--- config.mk ---
export PLATFORM = sky130hd
export DESIGN_NAME = sysbus_arbiter
export DESIGN_NICKNAME = d
export VERILOG_FILES = /design/src/rtl/arb_pkg.sv /design/src/rtl/arb_pick.sv /design/src/rtl/arb_regs.sv /design/src/rtl/sysbus_arbiter.sv
export SDC_FILE = /design/constraint.sdc
export NUM_CORES = 1
export LEC_CHECK = 0
export BUFFER_PORTS_ARGS = -buffer_cell sky130_fd_sc_hd__buf_2
export CAP_MARGIN = 20
export CELL_PAD_IN_SITES_DETAIL_PLACEMENT = 1
export CELL_PAD_IN_SITES_GLOBAL_PLACEMENT = 1
export CORE_ASPECT_RATIO = 0.9
export CORE_UTILIZATION = 25
export CTS_CLUSTER_DIAMETER = 40
export DETAILED_ROUTE_END_ITERATION = 6
export PLACE_DENSITY_LB_ADDON = 0.1
export SETUP_SLACK_MARGIN = 0.5
export SLEW_MARGIN = 20
export SYNTH_ARGS = -nofsm -noshare
export SYNTH_HDL_FRONTEND = slang
export SYNTH_HIERARCHICAL = 1
export SYNTH_SLANG_ARGS = --single-unit
--- constraint.sdc ---
create_clock -name clk -period 4.09 [get_ports clk]
set_input_delay 0.409 -clock clk [delete_from_list [all_inputs] [get_ports clk]]
set_output_delay 0.409 -clock clk [all_outputs]
set_load 0.05 [all_outputs]
--- src/rtl/arb_pkg.sv ---
package arb_pkg;
  localparam int NUM_MST = 3;
  localparam int CODE_W  = 2;

  function automatic logic [CODE_W-1:0] owner_code(input logic [NUM_MST-1:0] oh);
    logic [CODE_W-1:0] c;
    c = '0;
    for (int k = 0; k < NUM_MST; k++) begin
      if (oh[k]) c = CODE_W'(k);
    end
    return c;
  endfunction
endpackage

--- src/rtl/arb_pick.sv ---
// Largest-ID selector; strict compare gives lower index the win on ties,
// and a zero ID can never beat the initial best of zero.
module arb_pick #(
  parameter int N    = 3,
  parameter int ID_W = 3
) (
  input  logic [N-1:0]      req_i,
  input  logic [N*ID_W-1:0] ids_i,
  output logic [N-1:0]      win_o
);
  logic [ID_W-1:0] best;

  always_comb begin
    best  = '0;
    win_o = '0;
    for (int k = 0; k < N; k++) begin
      if (req_i[k] && (ids_i[k*ID_W +: ID_W] > best)) begin
        best     = ids_i[k*ID_W +: ID_W];
        win_o    = '0;
        win_o[k] = 1'b1;
      end
    end
  end
endmodule

--- src/rtl/arb_regs.sv ---
module arb_regs #(
  parameter int REG_W  = 16,
  parameter int N      = 3,
  parameter int CODE_W = 2
) (
  input  logic             clk,
  input  logic             rst,
  input  logic             reg_addr_i,
  input  logic             reg_wr_i,
  input  logic             reg_rd_i,
  input  logic             reg_super_i,
  input  logic [REG_W-1:0] reg_wdata_i,
  input  logic             err_i,
  input  logic [N-1:0]     owner_i,
  output logic [REG_W-1:0] cfg_o,
  output logic [REG_W-1:0] rdata_o
);
  localparam int VLD_BIT = CODE_W;

  logic              err_vld;
  logic [CODE_W-1:0] err_code;
  logic              wr_ok, clr_err;

  assign wr_ok   = reg_wr_i && reg_super_i;
  assign clr_err = wr_ok && reg_addr_i && reg_wdata_i[VLD_BIT];

  always_ff @(posedge clk) begin
    if (rst) begin
      cfg_o    <= '0;
      err_vld  <= 1'b0;
      err_code <= '0;
      rdata_o  <= '0;
    end else begin
      if (wr_ok && !reg_addr_i) cfg_o <= reg_wdata_i;
      if (clr_err) begin
        err_vld  <= 1'b0;
        err_code <= '0;
      end else if (err_i && (|owner_i) && !err_vld) begin
        err_vld  <= 1'b1;
        err_code <= arb_pkg::owner_code(owner_i);
      end
      if (reg_rd_i && reg_super_i)
        rdata_o <= reg_addr_i ? REG_W'({err_vld, err_code}) : cfg_o;
      else
        rdata_o <= '0;
    end
  end
endmodule

--- src/rtl/sysbus_arbiter.sv ---
module sysbus_arbiter #(
  parameter int ID_W  = 3,
  parameter int REG_W = 16
) (
  input  logic             clk,
  input  logic             rst,
  input  logic             host_en_i,
  input  logic [2:0]       req_i,
  input  logic [2:0]       last_i,
  input  logic             cyc_end_i,
  output logic [2:0]       gnt_o,
  output logic             bus_clr_o,
  output logic             ext_br_o,
  input  logic             ext_bg_i,
  output logic             ext_bgack_o,
  input  logic             bus_err_i,
  input  logic             reg_addr_i,
  input  logic             reg_wr_i,
  input  logic             reg_rd_i,
  input  logic             reg_super_i,
  input  logic [REG_W-1:0] reg_wdata_i,
  output logic [REG_W-1:0] reg_rdata_o
);
  import arb_pkg::*;

  localparam int THR_LSB = NUM_MST * ID_W;

  logic [REG_W-1:0]        cfg_q;
  logic [NUM_MST*ID_W-1:0] ids;
  logic [ID_W-1:0]         ser_id, thr;
  logic [NUM_MST-1:0]      win, gnt_d;
  logic                    owned, owner_last, may_start, clr_d;

  genvar g;
  generate
    for (g = 0; g < NUM_MST; g++) begin : g_ids
      assign ids[g*ID_W +: ID_W] = cfg_q[g*ID_W +: ID_W];
    end
  endgenerate

  assign ser_id = ids[0 +: ID_W];
  assign thr    = cfg_q[THR_LSB +: ID_W];

  arb_regs #(.REG_W(REG_W), .N(NUM_MST), .CODE_W(CODE_W)) u_regs (
    .clk(clk), .rst(rst), .reg_addr_i(reg_addr_i), .reg_wr_i(reg_wr_i),
    .reg_rd_i(reg_rd_i), .reg_super_i(reg_super_i), .reg_wdata_i(reg_wdata_i),
    .err_i(bus_err_i), .owner_i(gnt_o), .cfg_o(cfg_q), .rdata_o(reg_rdata_o)
  );

  arb_pick #(.N(NUM_MST), .ID_W(ID_W)) u_pick (
    .req_i(req_i), .ids_i(ids), .win_o(win)
  );

  assign owned      = |gnt_o;
  assign owner_last = |(gnt_o & last_i);
  assign may_start  = host_en_i || ext_bg_i;

  always_comb begin
    gnt_d = gnt_o;
    if (!owned) begin
      if ((|win) && may_start) gnt_d = win;
    end else if (cyc_end_i) begin
      if (owner_last)             gnt_d = win;
      else if (win[0] && !gnt_o[0]) gnt_d = win;   // serial steals a cycle
    end
  end

  assign clr_d = req_i[0] && (ser_id > thr) && !(gnt_o[0] && last_i[0]);

  always_ff @(posedge clk) begin
    if (rst) begin
      gnt_o       <= '0;
      bus_clr_o   <= 1'b0;
      ext_br_o    <= 1'b0;
      ext_bgack_o <= 1'b0;
    end else begin
      gnt_o       <= gnt_d;
      bus_clr_o   <= clr_d;
      ext_br_o    <= !host_en_i && (|win);
      ext_bgack_o <= !host_en_i && (|gnt_d);
    end
  end
endmodule

==> impl_results.md <==
* Dominant cell type by area after synthesis: dfxtp_1
* # IOs at between 50 and 60
* Status: finished clean
* Mapped Cells at 197
* NumNets Final at approximately 300
* Post-Synth Simple-Gate Area at 22.36%
* CTS Buf Count at 5
* Std cell rows at 29
* Final ANT Viol Nets at 0
* Register clock-pin slew on the reported worst setup and hold paths at 0.08 ns
* Worst Skew at just over 0.007 ns
* Routed wire per std cell at 13.75 um
* CP top delay family: compound AO/OA/AOI/OAI gates
* Vias per cell at 4.453
* Skew-Pair Late Insertion Delay at approximately 0.3 ns
* Largest net degree at the start of global routing at 25
* Root Buffer: clkbuf_8
* RSZ-0062 raised after global routing: yes
* Initial core utilization at between 20% and 30%
* Slew HR at 55.62%
* Die W at 92.60 um
* Async SR Flop Fraction at 0%
* Post-Synth XOR/XNOR Area at 0%
* Maximum VDD drop at between 0.0001 and 0.00015 V
* Worst slew pin tran at 0.6657 ns
* Crit-path slowest cell: mux2_2
* Top-count cell post-synth: dfxtp_1
* Peak Freq at about 0.29 GHz
* Die area at 0.007735 sq mm
* CTS H-tree depth at 2
* Synth top area share at 44.44%
* Worst path buffer plus inverter count at 2
* Initial DRT Pass Iterations at 4
* Flops & latches, synth at 41
* Die H at between 80 and 90 um
* Max-cap violation count at 0
* Crit Path Class: register to register
* CP peak stage delay at 0.36 ns
* Core Region at 0.007112 sq mm
* Syn avg cell area at around 9.4 sq um
* Ys Warns at 6
* Crit end category: register
* Post-layout util at 34.59%
* Vias in the first global route at 1,602
* Hold Buf Count CTS at 0
* Synthesis-to-finish area growth at 33.20%
* Initial antenna violation count at 0
* GP Congestion at 0.7209
* Largest family of logic cells by synthesized area: simple AND/OR/NAND/NOR gates
* Worst reg-to-reg setup slack at 0.61 ns
* CTS sink cnt at 41
* Slew Viols, Final at 0
* CTS tree: done
* Share of post-route cells with drive strength above 1 at 42.64%
* GRT overflow at 0
* GRT Total Usage at 13.15%
* Worst-path cell chain: and2_4, ha_2, and2b_1, o31ai_2, a311oi_2, buf_4, mux2_2, ha_4, o31ai_4, a311oi_2, buf_4, nor3_4, nand2b_1, a21o_1, mux2_4, a311oi_2
* Worst endpoint required time at between 4 and 5 ns
* Adder-cell area share of the yosys netlist at 6.098%
* Layout fillers at 858
* Final hold vios at 0
* Post-layout min period at 3.476 ns
* Post-Route Setup TNS at 0 ns
* Buffers on Ports at 53
* Min-Delay Path Class: primary input to register
* # diodes at 0
* # DRC at 0
* WP data arrival at 3.69 ns
* First-pass GRT wire length at 7879 um
* Final period utilization at 84.98%
* WL final at 4827 um
* Synth Area in Compound Gates at 16.46%
* Syn Nets at 238
* Crit start category: register
* Post-synthesis sequential area ratio at 44.44%
* Mapped Area at 0.001847 sq mm
* Cell variety after synth at 41
* Synth top cells by count: dfxtp_1, nand2_1, and2_1
* Post-synth EDFFs at 0
* Crit path max fanout at 3
* Ys flop type: dfxtp_1
* DPL Wire Length at 3418 um
* Routed vias at 1,563
* CP dominant cell by count: a311oi_2
* Iter 0 DRT Violations at 17
* Cell Pwr Density at 364.4 mW/mm^2
* Top post-synthesis cells by area: dfxtp_1, nand2_1, ha_1, a21oi_2, and2_1
* Post-synthesis mux area share at about 4.9%
* Static Leak at roughly 0.0010 uW
* Clock Tree Buf Depth at 2
* Setup violations, final at 0
## per-stage QoR
step	instance area, sq um	hold slack, ns	power, uW	instances	setup WS (ns)
floorplan	1858	0.4296	510.7	197	0.5440
global placement	2190	0.4411	548.1	338	0.2293
detailed placement	2190	0.4499	547.6	338	0.1230
CTS	2382	0.3053	899.2	350	0.5070
global route	2460	0.3183	941.4	351	0.4260
finish	2460	0.3178	896.4	351	0.6145
## sequential cells by signal, indices dropped and copies added, names as in the netlist
name and cells:
u_regs/err_vld 1, gnt_o 3, bus_clr_o 1, u_regs/err_code 2, u_regs/cfg_o 16, ext_bgack_o 1, ext_br_o 1, u_regs/rdata_o 16
## cell usage in the layout (no fill, tap or decap), types with 2 or more instances in the layout
| cell | n |
|---|---|
| buf_2 | 53 |
| dfxtp_1 | 38 |
| nand2_1 | 34 |
| and2_1 | 13 |
| nor2_1 | 12 |
| a21oi_2 | 11 |
| a21oi_1 | 10 |
| inv_1 | 9 |
| buf_4 | 8 |
| clkbuf_8 | 6 |
| ha_1 | 4 |
| ha_4 | 4 |
| nor3_1 | 3 |
| mux2_4 | 3 |
| a311oi_2 | 3 |
| nand2_2 | 3 |
| mux2i_1 | 3 |
| dfxtp_2 | 3 |
| nand2b_1 | 2 |
| a21o_1 | 2 |
| mux2_2 | 2 |
| nand3b_1 | 2 |
| nor2_2 | 2 |
| nor2b_1 | 2 |
| o21ai_0 | 2 |
## power breakdown
part | total [uW] | leakage [uW] | switching [uW] | internal (uW)
Sequential | 423 | 0.000333 | 12.1 | 411
Clock | 341 | 0.0000585 | 142 | 199
Combinational | 133 | 0.000638 | 74.4 | 58.2
## cell type report
type	instances	area [sq um]	area share [%]
Clock inverter	1	30.03	1.221
Tap cell	93	116.4	4.730
Sequential cell	41	824.5	33.52
Timing Repair Buffer	61	325.3	13.22
Multi-Input combinational cell	139	1044	42.42
Inverter	9	33.78	1.373
Clock buffer	7	86.33	3.510
## per-layer routing
layer  global-route usage, %  up-vias  share of wire, %
met5                       0        -                 0
met4                   3.835        0              0.93
met3                   3.552        6               4.5
met2                   19.60       34                43
met1                   18.46      738                51
li1                        -      785                 -
## final timing paths
check,to,startpoint,depth (start not counted)
setup / recovery,ext_bgack_o,u_regs/cfg_o[0],16
setup reg to reg,ext_bgack_o,u_regs/cfg_o[0],16
hold / removal,ext_bgack_o,host_en_i,2
hold reg to reg,u_regs/rdata_o[13],u_regs/cfg_o[13],1
## logic make-up after synthesis
logic type,Yosys count
and+or+nand+nor,82
DFF,41
AOI/OAI and AO/OA,40
buffers and inverters,17
adders and majority gates,9
muxes,8
## what timing repair did
item / in CTS / in global routing
endpoints found under the setup margin: 3 / 3
gates resized for setup: 8 / 15
gates cloned: 0 / 0
buffers inserted: 4 / 1
hold endpoints to repair: 0 / 0
pin swaps: 5 / 5
No activity file was read; power rests on OpenSTA's default activity.
